[src/rtl/wfifo_seq_pkg.sv]
// Package: shared constants for the write FIFO status sequencer.
// Assumes: status bit positions are fixed by the software view of the byte.
package wfifo_seq_pkg;
    localparam int unsigned DEF_CNT_W        = 16;
    localparam int unsigned DEF_IN_HOLD      = 60;
    localparam int unsigned DEF_XFER_DELAY   = 60;
    localparam int unsigned DEF_XFER_HOLD    = 160;
    localparam int unsigned DEF_DRAIN_DELAY  = 120;
    localparam int unsigned DEF_DRAIN_HOLD   = 420;
    localparam int unsigned STATUS_W         = 8;
    localparam int unsigned BIT_IN_PEND      = 5;
    localparam int unsigned BIT_XFER         = 4;
    localparam int unsigned BIT_DRAIN        = 0;
endpackage

[src/rtl/wfifo_deadline.sv]
// Module: one saturating deadline counter.
// Holds the cycles left until an event. When inactive, a write arms it with
// arm_val. When active it counts down one per cycle. If EXTEND is set, a write
// while active adds inc_val, saturating at all ones. remain_nxt is the count
// after this edge; it reads zero while active on the edge where the event fires.
// Assumes: arm_val is nonzero whenever a write can arm the counter.
module wfifo_deadline #(
    parameter int unsigned CNT_W  = 16,
    parameter bit          EXTEND = 1'b1
) (
    input  logic             clk,
    input  logic             rst_n,
    input  logic             wr,
    input  logic [CNT_W-1:0] arm_val,
    input  logic [CNT_W-1:0] inc_val,
    output logic             active,
    output logic [CNT_W-1:0] remain_nxt
);
    localparam logic [CNT_W-1:0] CNT_MAX = '1;

    logic [CNT_W-1:0] cnt;
    logic [CNT_W-1:0] cnt_dec;
    logic [CNT_W-1:0] cnt_ext;
    logic [CNT_W:0]   ext_sum;
    logic             active_nxt;

    // Purpose: one tick of countdown and the saturated extension value.
    always_comb begin
        cnt_dec = cnt - 1'b1;
        ext_sum = {1'b0, cnt_dec} + {1'b0, inc_val};
        cnt_ext = ext_sum[CNT_W] ? CNT_MAX : ext_sum[CNT_W-1:0];
    end

    // Purpose: choose arm, extend, count or expire for this edge.
    always_comb begin
        active_nxt = active;
        remain_nxt = '0;
        if (active) begin
            if (wr && EXTEND) begin
                remain_nxt = cnt_ext;
            end else begin
                remain_nxt = cnt_dec;
                active_nxt = (cnt_dec != '0);
            end
        end else if (wr) begin
            remain_nxt = arm_val;
            active_nxt = 1'b1;
        end
    end

    // Purpose: register the count and its live bit.
    always_ff @(posedge clk) begin
        if (!rst_n) begin
            cnt    <= '0;
            active <= 1'b0;
        end else begin
            cnt    <= remain_nxt;
            active <= active_nxt;
        end
    end

    // a live counter never holds zero.
    a_r8_live_nonzero: assert property (@(posedge clk) disable iff (!rst_n)
        active |-> (cnt != '0));

    // an extension saturates, so it cannot wrap into an expiry.
    a_r8_extend_keeps_live: assert property (@(posedge clk) disable iff (!rst_n)
        (active && wr && EXTEND) |=> active);

    // an idle deadline stays idle without a write.
    a_r7_idle_stays: assert property (@(posedge clk) disable iff (!rst_n)
        (!active && !wr) |=> !active);
endmodule

[src/rtl/wfifo_lane.sv]
// Module: one status flag with its scheduling.
// With HAS_RISE, a rise deadline is armed first (RISE_TICKS). The fall
// deadline is armed at rise + HOLD_TICKS. Otherwise the flag rises on the
// write itself and only the fall deadline exists. A write while the fall is
// live pushes it by HOLD_TICKS.
// Assumes: HOLD_TICKS > 0 and RISE_TICKS > 0 when HAS_RISE is set.
module wfifo_lane #(
    parameter int unsigned CNT_W      = 16,
    parameter bit          HAS_RISE   = 1'b1,
    parameter int unsigned RISE_TICKS = 60,
    parameter int unsigned HOLD_TICKS = 160
) (
    input  logic clk,
    input  logic rst_n,
    input  logic wr,
    output logic flag
);
    localparam logic [CNT_W-1:0] RISE_V = CNT_W'(RISE_TICKS);
    localparam logic [CNT_W-1:0] HOLD_V = CNT_W'(HOLD_TICKS);

    logic             set_flag;
    logic [CNT_W-1:0] fall_arm;
    logic             fall_live;
    logic [CNT_W-1:0] fall_rem;
    logic             clr_flag;

    generate
        if (HAS_RISE) begin : g_rise
            logic             rise_live;
            logic [CNT_W-1:0] rise_rem;
            logic [CNT_W:0]   arm_sum;

            wfifo_deadline #(.CNT_W(CNT_W), .EXTEND(1'b0)) u_rise (
                .clk       (clk),
                .rst_n     (rst_n),
                .wr        (wr),
                .arm_val   (RISE_V),
                .inc_val   ('0),
                .active    (rise_live),
                .remain_nxt(rise_rem)
            );

            // Purpose: fall time is the rise time plus the hold, saturated.
            always_comb begin
                arm_sum  = {1'b0, rise_rem} + {1'b0, HOLD_V};
                fall_arm = arm_sum[CNT_W] ? '1 : arm_sum[CNT_W-1:0];
                set_flag = rise_live && (rise_rem == '0);
            end

            // a flag only rises with its fall already scheduled.
            a_r3_rise_has_fall: assert property (@(posedge clk) disable iff (!rst_n)
                $rose(flag) |-> fall_live);
        end else begin : g_direct
            // Purpose: the flag follows the write at once; fall is a plain hold.
            always_comb begin
                fall_arm = HOLD_V;
                set_flag = wr;
            end
        end
    endgenerate

    wfifo_deadline #(.CNT_W(CNT_W), .EXTEND(1'b1)) u_fall (
        .clk       (clk),
        .rst_n     (rst_n),
        .wr        (wr),
        .arm_val   (fall_arm),
        .inc_val   (HOLD_V),
        .active    (fall_live),
        .remain_nxt(fall_rem)
    );

    // Purpose: the fall fires when the live counter reaches zero on this edge.
    always_comb clr_flag = fall_live && (fall_rem == '0);

    // Purpose: the flag register; clear wins over set.
    always_ff @(posedge clk) begin
        if (!rst_n) begin
            flag <= 1'b0;
        end else if (clr_flag) begin
            flag <= 1'b0;
        end else if (set_flag) begin
            flag <= 1'b1;
        end
    end

    // a flag that is high always has its fall scheduled.
    a_r7_high_has_fall: assert property (@(posedge clk) disable iff (!rst_n)
        flag |-> fall_live);
endmodule

[src/rtl/wfifo_status_seq.sv]
// Module: top of the write FIFO status sequencer.
// Builds three flag lanes (input pending, transfer, drain) driven by one
// write strobe and packs them into the status byte.
// Assumes: one tick per clock; the strobe is synchronous to clk.
module wfifo_status_seq
    import wfifo_seq_pkg::*;
#(
    parameter int unsigned CNT_W       = DEF_CNT_W,
    parameter int unsigned IN_HOLD     = DEF_IN_HOLD,
    parameter int unsigned XFER_DELAY  = DEF_XFER_DELAY,
    parameter int unsigned XFER_HOLD   = DEF_XFER_HOLD,
    parameter int unsigned DRAIN_DELAY = DEF_DRAIN_DELAY,
    parameter int unsigned DRAIN_HOLD  = DEF_DRAIN_HOLD
) (
    input  logic       clk,
    input  logic       rst_n,
    input  logic       wr_stb,
    output logic [7:0] status
);
    localparam logic [STATUS_W-1:0] USED_MASK =
        STATUS_W'((1 << BIT_IN_PEND) | (1 << BIT_XFER) | (1 << BIT_DRAIN));

    logic in_flag;
    logic xfer_flag;
    logic drain_flag;

    wfifo_lane #(.CNT_W(CNT_W), .HAS_RISE(1'b0), .RISE_TICKS(1),
                 .HOLD_TICKS(IN_HOLD)) u_in (
        .clk(clk), .rst_n(rst_n), .wr(wr_stb), .flag(in_flag)
    );

    wfifo_lane #(.CNT_W(CNT_W), .HAS_RISE(1'b1), .RISE_TICKS(XFER_DELAY),
                 .HOLD_TICKS(XFER_HOLD)) u_xfer (
        .clk(clk), .rst_n(rst_n), .wr(wr_stb), .flag(xfer_flag)
    );

    wfifo_lane #(.CNT_W(CNT_W), .HAS_RISE(1'b1), .RISE_TICKS(DRAIN_DELAY),
                 .HOLD_TICKS(DRAIN_HOLD)) u_drain (
        .clk(clk), .rst_n(rst_n), .wr(wr_stb), .flag(drain_flag)
    );

    // Purpose: place the flags at their fixed positions; spare bits are zero.
    always_comb begin
        status              = '0;
        status[BIT_IN_PEND] = in_flag;
        status[BIT_XFER]    = xfer_flag;
        status[BIT_DRAIN]   = drain_flag;
    end

    // a write shows as input pending after its edge.
    a_r1_write_sets: assert property (@(posedge clk) disable iff (!rst_n)
        wr_stb |=> status[BIT_IN_PEND]);

    // input pending never falls on an edge that saw a write.
    a_r2_fall_without_write: assert property (@(posedge clk) disable iff (!rst_n)
        $fell(status[BIT_IN_PEND]) |-> !$past(wr_stb));

    // spare bits stay low.
    a_r9_spare_low: assert property (@(posedge clk) disable iff (!rst_n)
        (status & ~USED_MASK) == '0);

    // reset leaves an all-zero status.
    a_r10_reset_clears: assert property (@(posedge clk)
        !rst_n |=> (status == '0));
endmodule

[config.mk]
export PLATFORM = sky130hd
export DESIGN_NAME = wfifo_status_seq
export DESIGN_NICKNAME = d
export VERILOG_FILES = /design/src/rtl/wfifo_seq_pkg.sv /design/src/rtl/wfifo_deadline.sv /design/src/rtl/wfifo_lane.sv /design/src/rtl/wfifo_status_seq.sv
export SDC_FILE = /design/constraint.sdc
export NUM_CORES = 1
export LEC_CHECK = 0
export BUFFER_PORTS_ARGS = -buffer_cell sky130_fd_sc_hd__buf_2
export CORE_UTILIZATION = 40
export CTS_CLUSTER_DIAMETER = 100
export DETAILED_ROUTE_END_ITERATION = 12
export SLEW_MARGIN = 25
export SYNTH_ARGS = -nofsm -noshare
export SYNTH_HDL_FRONTEND = slang
export SYNTH_SLANG_ARGS = --single-unit
[constraint.sdc]
create_clock -name clk -period 8.32 [get_ports clk]
set_clock_uncertainty 0.2 [all_clocks]
set_input_delay 1.664 -clock clk [delete_from_list [all_inputs] [get_ports clk]]
set_output_delay 1.664 -clock clk [all_outputs]
set_load 0.03 [all_outputs]
==> reports/results.ini, run 1 <==
[status]
status=finished with violations
violations=DRC

[yosys]
netlist_area_mm2=0.00741
yosysWarnings=0
synth-async-reset-ratio_pct=0
synth_edf_count=0
synth_flop_cell=dfxtp_1
yosys_register_bits=88
yosysSeqAreaShare_pct=23.8
syn_avg_cell_area_um2=7.40
synthDistinctLibCells=82
netlist_instances=1002

[floorplan]
start_util_pct=41.0
rows=49
dieArea_mm2=0.0191
die_w_um=138
ioPinCount=11
die_h_um=138
core_area_mm2=0.0181

[cts]
cts_resized=0
cts_setup_buffers=0
cts_tree=built
htree_num_levels=3
cts.clk_slew.worst_paths_ps=70
clockBufferDepth=2
numCtsBuffers=9
cts_root_buf=clkbuf_16
clock_latency_ps=340
clock-sinks=88
holdBufCountCts=0

[layout]
finalNonFillerCells=1190
nNetsFinal=977
post-route-cell-area_mm2=0.00774
diodes=0
areaGrowthSynthToFinish_pct=4.37
layout-drive-gt1-share_pct=5.83

[global_routing]
grt_pass1_wl_um=32600
grtUsageTotal_pct=20.6
grt_max_degree=40
antenna_found_initial=0
grt_pass1_vias=6483
grt.overflow.total=0

[hold_path]
hold_class=flop to flop
whs_path_depth=1

[worst_setup_path]
r2r_cells=11
crit_required_ps=8340
path_class=input port to flop
path_max_fanout=39
startpoint_type=input port
end_kind=flop
crit_arrival_ps=4400

[power]
ir_drop_uv=107
total_leakage_power_nw=2.76
powerDensity_mw_per_mm2=197
p_total_mw=1.53

[place]
portBuffers=5
place_congestion=0.877
hpwl_um=14400
place_area_mm2=0.00745
dp_cells=1174

[job]
drv_cap=0

[timing]
rsz0062_at_grt=no
holdWs_ps=350
drv_slew=0
tns_ps=0
period_minus_slack_ps=4390
tightest_slew_ps=1030
fmax_mhz=228
hold_viol=0
slew_headroom_pct=30.4
setup_viol=0
fin_crit_sh_pct=52.7

[route]
via_count=7178
finalWirelength_um=19500
viasPerCell=6.03
post_drt_wl_per_cell_um=16.4
drc=2
drt-pass1-iter-count=9
ant_nets=0
drt_iter0_drc=462

==> Yosys cell counts (9+ instances only) <==
library cell | number | area [um^2]
a211oi_1 | 9 | 67.6
a21oi_1 | 56 | 280
a31oi_1 | 17 | 106
and2_1 | 23 | 144
and3_1 | 9 | 56.3
clkbuf_1 | 49 | 184
dfxtp_1 | 88 | 1760
ha_1 | 18 | 225
inv_1 | 28 | 105
mux2i_1 | 10 | 100
nand2_1 | 86 | 323
nand2b_1 | 11 | 68.8
nand3_1 | 31 | 155
nand4_1 | 17 | 106
nor2_1 | 116 | 435
nor3_1 | 40 | 200
nor4_1 | 25 | 156
o211ai_1 | 12 | 90.1
o21a_1 | 9 | 67.6
o21ai_0 | 47 | 235
o22ai_1 | 9 | 56.3
o31ai_1 | 15 | 113
o41ai_1 | 9 | 78.8
or3_1 | 20 | 125
or4_1 | 14 | 105
xnor2_1 | 57 | 499
xor2_1 | 35 | 307
==> critical path, stage by stage <==
cell,delay (ps)
buf_2,100
buf_4,240
nor2_1,190
a21oi_1,80
ha_1,230
inv_1,90
o211ai_1,220
a211oi_4,460
nor4_4,140
a221oi_1,400
nand4_1,150
nor4_1,310
a31oi_1,120
==> metal layers <==
metal | global-route usage (%) | part of all wire, % | vias to the layer above
li1 | - | - | 3587
met1 | 29.8 | 51 | 3420
met2 | 32.4 | 44 | 154
met3 | 2.46 | 3.9 | 17
met4 | 5.03 | 0.98 | 0
met5 | 0 | 0 | -
==> registers in the layout, indices dropped and copies added (netlist names) <==
register	flops
u_drain.flag	1
u_drain.g_rise.u_rise.active	1
u_drain.g_rise.u_rise.cnt	16
u_drain.u_fall.active	1
u_drain.u_fall.cnt	16
u_in.flag	1
u_in.u_fall.active	1
u_in.u_fall.cnt	16
u_xfer.flag	1
u_xfer.g_rise.u_rise.active	1
u_xfer.g_rise.u_rise.cnt	16
u_xfer.u_fall.active	1
u_xfer.u_fall.cnt	16
==> placed cells by master (no fill, tap or decap), types with 7 or more instances in the layout <==
cell,count
nand4_1,17
or2_2,7
a21oi_1,56
dfxtp_1,88
o31ai_1,15
nor2_1,116
o211ai_1,12
xor2_1,35
nand2_1,86
ha_1,18
clkbuf_16,9
nand3_1,31
o21a_1,9
o31a_1,8
a211oi_1,9
xnor2_1,57
o41ai_1,9
or3_1,20
or4_1,14
and2_1,23
nand2b_1,11
a31oi_1,17
and3_1,9
o21ai_0,47
nor3_1,40
nor4_1,25
o22ai_1,9
nor2b_1,8
inv_1,27
mux2i_1,10
==> power breakdown <==
| group | total, mW | switching [mW] | internal, mW |
|---|---|---|---|
| Sequential | 0.519 | 0.0650 | 0.454 |
| Clock | 0.395 | 0.169 | 0.226 |
| Combinational | 0.613 | 0.376 | 0.237 |
| Total | 1.53 | 0.611 | 0.916 |
==> logic make-up (layout without fill, tap and decap cells) <==
family / count (synthesis) / in the layout / share of synthesized area [%]
fa+ha+maj: 18 / 18 / 3.04
simple gates: 448 / 448 / 31.9
buf+inv: 96 / 51 / 5.59
compound gates: 247 / 247 / 23.1
mux: 12 / 12 / 1.65
other cells: 1 / 5 / 0.0506
xor+xnor: 92 / 92 / 10.9
flops: 88 / 88 / 23.8
==> worst paths after layout <==
kind,from,end,slack (ps)
setup / recovery,wr_stb,u_drain.flag$_SDFFE_PP0P_,3930
hold / removal,u_drain.g_rise.u_rise.cnt[0]$_SDFF_PN0_,u_drain.g_rise.u_rise.cnt[0]$_SDFF_PN0_,350
setup reg to reg,u_xfer.g_rise.u_rise.cnt[0]$_SDFF_PN0_,u_xfer.flag$_SDFFE_PP0P_,4240
hold reg to reg,u_drain.g_rise.u_rise.cnt[0]$_SDFF_PN0_,u_drain.g_rise.u_rise.cnt[0]$_SDFF_PN0_,350
==> area by class of cell <==
type	count	area, um^2
well taps	229	287
clock buffers	13	270
flip-flops and latches	88	1760
fillers	1856	10300
inverters	28	105
clock inverters	3	15.0
repair buffers	7	40.0
multi-input cells	822	5260
==> through the flow <==
stage / util, % / worst slack [ps]
final: 42.8 / 3930
after global routing: 42.8 / 3700
after CTS: 42.7 / 3980
after detailed placement: 41.2 / 3620
after global placement: 41.2 / 3670
after floorplan: - / 3880
(Power assumes the default switching activity.)
==> run 2, diff against run 1 <==
--- a/config.mk
+++ b/config.mk
@@ -5,6 +5,7 @@
 export SDC_FILE = /design/constraint.sdc
 export NUM_CORES = 1
 export LEC_CHECK = 0
+export ABC_AREA = 1
 export BUFFER_PORTS_ARGS = -buffer_cell sky130_fd_sc_hd__buf_2
 export CORE_UTILIZATION = 40
 export CTS_CLUSTER_DIAMETER = 100
==> constraint.sdc (replaced) <==
create_clock -name clk -period 4.5 [get_ports clk]
set_clock_uncertainty 0.2 [all_clocks]
set_input_delay 0.9 -clock clk [delete_from_list [all_inputs] [get_ports clk]]
set_output_delay 0.9 -clock clk [all_outputs]
set_load 0.03 [all_outputs]
==> reports/results.ini, run 2 <==
[floorplan]
ioPinCount=11
die_h_um=141
die_w_um=141
core_area_mm2=0.0188
rows=50
start_util_pct=41.0
dieArea_mm2=0.0199

[layout]
fillers=2059
layout-drive-gt1-share_pct=9.60
diodes=0
ff_latch_area_mm2=0.00176
final_cell_mix=nand2_1, nor2_1, inv_1, nand3_1, dfxtp_1
areaGrowthSynthToFinish_pct=6.58
multi_input_area_mm2=0.00510
layout_commonest_cell=nand2_1
nNetsFinal=1307
post-route-cell-area_mm2=0.00823

[global_routing]
grt_pass1_vias=6877
grt_pass1_wl_um=32600
grt.overflow.total=0
antenna_found_initial=0
grt_max_degree=44
grtUsageTotal_pct=20.2

[yosys]
synth_top_area_cell=dfxtp_1
yosys_register_bits=88
synth.area.top_cells=dfxtp_1, nand2_1, nor2_1
syn_avg_cell_area_um2=5.93
yosysSeqAreaShare_pct=22.8
synth_flop_cell=dfxtp_1
synth_edf_count=0
synthDistinctLibCells=48
yosysWarnings=0
netlist_area_mm2=0.00772
yosysMostFrequentCell=nand2_1
synth.top_cell.area_share_pct=22.8
synthTopCellsByCount=nand2_1, nor2_1, inv_1
netlist_instances=1302
synth-async-reset-ratio_pct=0

[place]
hpwl_um=15000
portBuffers=5
place_area_mm2=0.00787
place_congestion=0.874

[route]
post_drt_wl_per_cell_um=12.3
drt_iter0_drc=397
drc=0
viasPerCell=4.83
ant_nets=0
finalWirelength_um=19100
drt-pass1-iter-count=5
via_count=7487

[timing]
slew_headroom_pct=35.6
hold_viol=0
tightest_slew_ps=942
drv_slew=0
holdWs_ps=327
fin_crit_sh_pct=69.2
fmax_mhz=321
rsz0062_at_grt=no
setup_viol=0
period_minus_slack_ps=3120
tns_ps=0

[worst_setup_path]
crit_path_end=u_drain.flag$_SDFFE_PP0P_
startpoint_type=flop
crit_required_ps=4550
setup.worst_path.start=u_drain.u_fall.cnt[0]$_SDFF_PN0_
r2r_slack_ps=1380
path_max_fanout=5
r2r_cells=19
path_class=flop to flop
crit_arrival_ps=3170
rr_endpoint=u_drain.flag$_SDFFE_PP0P_
end_kind=flop
timing.rr.start=u_drain.u_fall.cnt[0]$_SDFF_PN0_

[cts]
numCtsBuffers=9
cts.clk_slew.worst_paths_ps=70
cts_resized=0
holdBufCountCts=0
cts_root_buf=clkbuf_16
cts_tree=built
clock_latency_ps=350
htree_num_levels=3
clock-sinks=88
clockBufferDepth=2
cts_setup_buffers=0

[power]
p_sw_share_pct=39.9
p_switching_mw=1.22
p_comb_share_pct=39.7
power.clock.fraction_pct=30.3
total_leakage_power_nw=4.19
intPower_mw=1.84
power_frac_seq_pct=30.0
powerDensity_mw_per_mm2=372
ir_drop_uv=228

[job]
drv_cap=0

[hold_path]
hold_class=flop to flop

[status]
status=finished, final reports clean

-- run 2: cell count changes in the layout (fill, tap and decap cells not counted), sizes merged, moves of 28 or more --
| cell | before | now |
|---|---|---|
| nor2 | 116 | 228 |
| nand3 | 31 | 124 |
| inv | 28 | 168 |
| nor4 | 30 | 2 |
| nand2 | 86 | 431 |
| xnor2 | 57 | 13 |
-- run 2: layer usage --
layer  vias up  track usage [%]  share of wire (%)
li1       4039                -                  -
met4         0             6.58                1.9
met1      3327             27.4                 51
met3        25             2.89                2.9
met5         -                0                  0
met2        96             32.9                 44
-- run 2: cell families after synthesis --
family	share of synthesized area (%)
other	0.0486
buffers and inverters	11.3
xor gates and xnor gates	5.95
and+or+nand+nor	49.9
AOI/OAI and AO/OA	7.05
DFF	22.8
adders and majority gates	2.92
-- run 2: how the worst min path moves through the flow --
stage / slack (ps) / to / startpoint / depth (start not counted)
2_1_floorplan: 290 / u_drain.flag$_SDFFE_PP0P_ / u_drain.flag$_SDFFE_PP0P_ / 2
3_3_place_gp: 320 / u_in.flag$_SDFFE_PP0P_ / u_in.flag$_SDFFE_PP0P_ / 2
3_5_place_dp: 310 / u_in.flag$_SDFFE_PP0P_ / u_in.flag$_SDFFE_PP0P_ / 2
4_1_cts: 330 / u_in.flag$_SDFFE_PP0P_ / u_in.flag$_SDFFE_PP0P_ / 2
5_1_grt: 360 / u_in.flag$_SDFFE_PP0P_ / u_in.flag$_SDFFE_PP0P_ / 2
6_report: 330 / u_in.flag$_SDFFE_PP0P_ / u_in.flag$_SDFFE_PP0P_ / 2
-- run 2: critical path, cell delays in order, from the launching register on --
cell and delay, ps:
dfxtp_1 330, inv_1 190, ha_1 340, xor2_1 350
ha_1 240, nand3_1 110, nand2_1 100, nand2_1 90
nand2_2 90, nand3_1 130, inv_1 130, nand2_1 80
xor2_1 130, nand2_1 70, nand2_1 80, nand2_1 60
nor2_1 110, nand2_1 60, nor2_1 80, nor2_1 40
-- run 2: cell type report --
type	count	share of cell area [%]
Inverter	168	7.67
Clock buffer	11	2.83
Tap cell	260	3.95
Sequential cell	88	21.4
Timing Repair Buffer	8	0.578
Multi-Input combinational cell	1011	62.0
Clock inverter	5	1.57
-- run 2: power by group through the flow --
stage	logic, mW	registers, mW	clock network, mW
2_1_floorplan	1.01	0.901	0
3_3_place_gp	1.21	0.934	0
3_5_place_dp	1.21	0.934	0
4_1_cts	1.22	0.917	0.946
5_1_grt	1.41	0.927	0.970
6_report	1.22	0.918	0.928
-- run 2: stage by stage --
step,power [mW],util (%),instances,setup slack [ps]
floorplan,1.91,-,1306,1690
detailed placement,2.14,41.8,1535,1180
global placement,2.15,41.8,1535,1240
finish,3.06,43.7,1551,1380
CTS,3.08,43.7,1551,1370
global route,3.30,43.7,1551,977
==> run 3, diff against run 2 <==
--- a/config.mk
+++ b/config.mk
@@ -5,7 +5,7 @@
 export SDC_FILE = /design/constraint.sdc
 export NUM_CORES = 1
 export LEC_CHECK = 0
-export ABC_AREA = 1
+export ABC_AREA = 0
 export BUFFER_PORTS_ARGS = -buffer_cell sky130_fd_sc_hd__buf_2
 export CORE_UTILIZATION = 40
 export CTS_CLUSTER_DIAMETER = 100
==> constraint.sdc (replaced) <==
create_clock -name clk -period 3.2 [get_ports clk]
set_clock_uncertainty 0.2 [all_clocks]
set_input_delay 0.64 -clock clk [delete_from_list [all_inputs] [get_ports clk]]
set_output_delay 0.64 -clock clk [all_outputs]
set_load 0.03 [all_outputs]
==> reports/results.ini, run 3 (synthesis results as in run 1) <==
[worst_setup_path]
startpoint_type=flop
cp_top_family=compound AO/OA/AOI/OAI gates
path_max_fanout=6
critical_path_buf_inv_count=2
crit_arrival_ps=3410
path_class=flop to flop
cp_cell_sequence=inv_4 -> ha_4 -> or4b_4 -> or4b_4 -> a21oi_4 -> o2111ai_4 -> o41ai_4 -> buf_6 -> o31ai_1 -> a21oi_1 -> nor3_1 -> a31oi_1
cp_slowest_stage_delay_ps=550
end_kind=flop
crit_required_ps=3270
slowest_stage=or4b_4
path_common_cell=or4b_4

[route]
via_count=8000
drt_iter0_drc=473
post_drt_wl_per_cell_um=16.1
finalWirelength_um=22600
drt-pass1-iter-count=9
viasPerCell=5.71
drc=2
ant_nets=0

[layout]
final_cell_mix=buf_4, nor2_1, nand2_1, dfxtp_1, xnor2_1
layout_commonest_cell=buf_4
areaGrowthSynthToFinish_pct=30.9
post-route-cell-area_mm2=0.00970
fillers=1724
nNetsFinal=1188
fin_util_pct=53.6
layout-drive-gt1-share_pct=27.5
diodes=0

[floorplan]
rows=49
die_w_um=138
start_util_pct=41.0
die_h_um=138
ioPinCount=11
core_area_mm2=0.0181
dieArea_mm2=0.0191

[timing]
slew_headroom_pct=60.1
rsz0062_at_grt=yes
drv_slew=0
hold_viol=0
tightest_slew_ps=593
fmax_mhz=299
setup_viol=4
fin_crit_sh_pct=104
period_minus_slack_ps=3340
worst_slack_ps=-142

[cts]
clock_latency_ps=350
holdBufCountCts=0
clock-sinks=88
cts_root_buf=clkbuf_16
htree_num_levels=3
numCtsBuffers=9
clockBufferDepth=2
cts.clk_slew.worst_paths_ps=70
cts_tree=built

[global_routing]
grt_max_degree=25
grt_pass1_vias=7403
grt_pass1_wl_um=37300
grt.overflow.total=0
grtUsageTotal_pct=23.8
antenna_found_initial=0

[power]
ir_drop_uv=333
total_leakage_power_nw=3.88
p_total_mw=4.66
powerDensity_mw_per_mm2=480

[status]
violations=DRC, setup timing
status=finished with violations

[job]
drv_cap=0

[place]
place_area_mm2=0.00898
portBuffers=5
place_congestion=0.899
hpwl_um=17100
post-place-ws_ps=-203

[hold_path]
hold_class=flop to flop

[run 3: cell types whose count changed in the layout (fill, tap and decap cells not counted), sizes merged, moves of 28 or more]
cell and delta:
nor4 +28, xnor2 +44, nor2 -112, buf +210
nand3 -93, nand2 -345, inv -140
[run 3: metrics by stage]
| stage | hold WS, ps | cells | setup TNS [ps] |
|---|---|---|---|
| global route | 272 | 1401 | -1200 |
| floorplan | 279 | 1006 | -630 |
| detailed placement | 267 | 1366 | -469 |
| finish | 241 | 1401 | -292 |
| global placement | 256 | 1366 | -348 |
| CTS | 249 | 1398 | -94.1 |
[run 3: worst paths after layout]
check / start / end / slack (ps) / cells past startpoint
worst max-delay path: u_xfer.g_rise.u_rise.cnt[0]$_SDFF_PN0_ / u_xfer.flag$_SDFFE_PP0P_ / -140 / 12
worst min-delay path: u_drain.g_rise.u_rise.cnt[0]$_SDFF_PN0_ / u_drain.g_rise.u_rise.cnt[0]$_SDFF_PN0_ / 240 / 1
worst max register to register: u_xfer.g_rise.u_rise.cnt[0]$_SDFF_PN0_ / u_xfer.flag$_SDFFE_PP0P_ / -140 / 12
worst min register to register: u_drain.g_rise.u_rise.cnt[0]$_SDFF_PN0_ / u_drain.g_rise.u_rise.cnt[0]$_SDFF_PN0_ / 240 / 1
[run 3: repair_timing]
item / CTS / global route
buffers inserted: 17 / 3
endpoints found under the setup margin: 12 / 25
gates resized for setup: 31 / 33
pin swaps: 23 / 18
cloned: 0 / 0
[run 3: power breakdown]
group	leakage (nW)	internal, mW	total [mW]	switching [mW]
clock	0.134	0.606	1.05	0.445
combinational	3.02	1.09	2.33	1.24
sequential	0.724	1.18	1.28	0.0955
total	3.88	2.87	4.66	1.78
[run 3: routing by layer]
| layer | global-route usage [%] | up-vias | share of wire, % | routed length (um) |
|---|---|---|---|---|
| li1 | - | 4020 | - | - |
| met1 | 33.7 | 3777 | 49 | 11200 |
| met2 | 38.5 | 183 | 45 | 10200 |
| met3 | 2.87 | 20 | 4.4 | 988 |
| met4 | 5.68 | 0 | 1.1 | 254 |
| met5 | 0 | - | 0 | 0 |
[run 3: cell type report]
cell class,instances,area (um^2),area share [%]
multi-input combinational,822,5600,57.7
sequential,88,1770,18.2
timing repair buffer,218,1660,17.1
tap,229,287,2.95
clock buffer,13,240,2.48
inverter,28,108,1.11
clock inverter,3,42.5,0.439
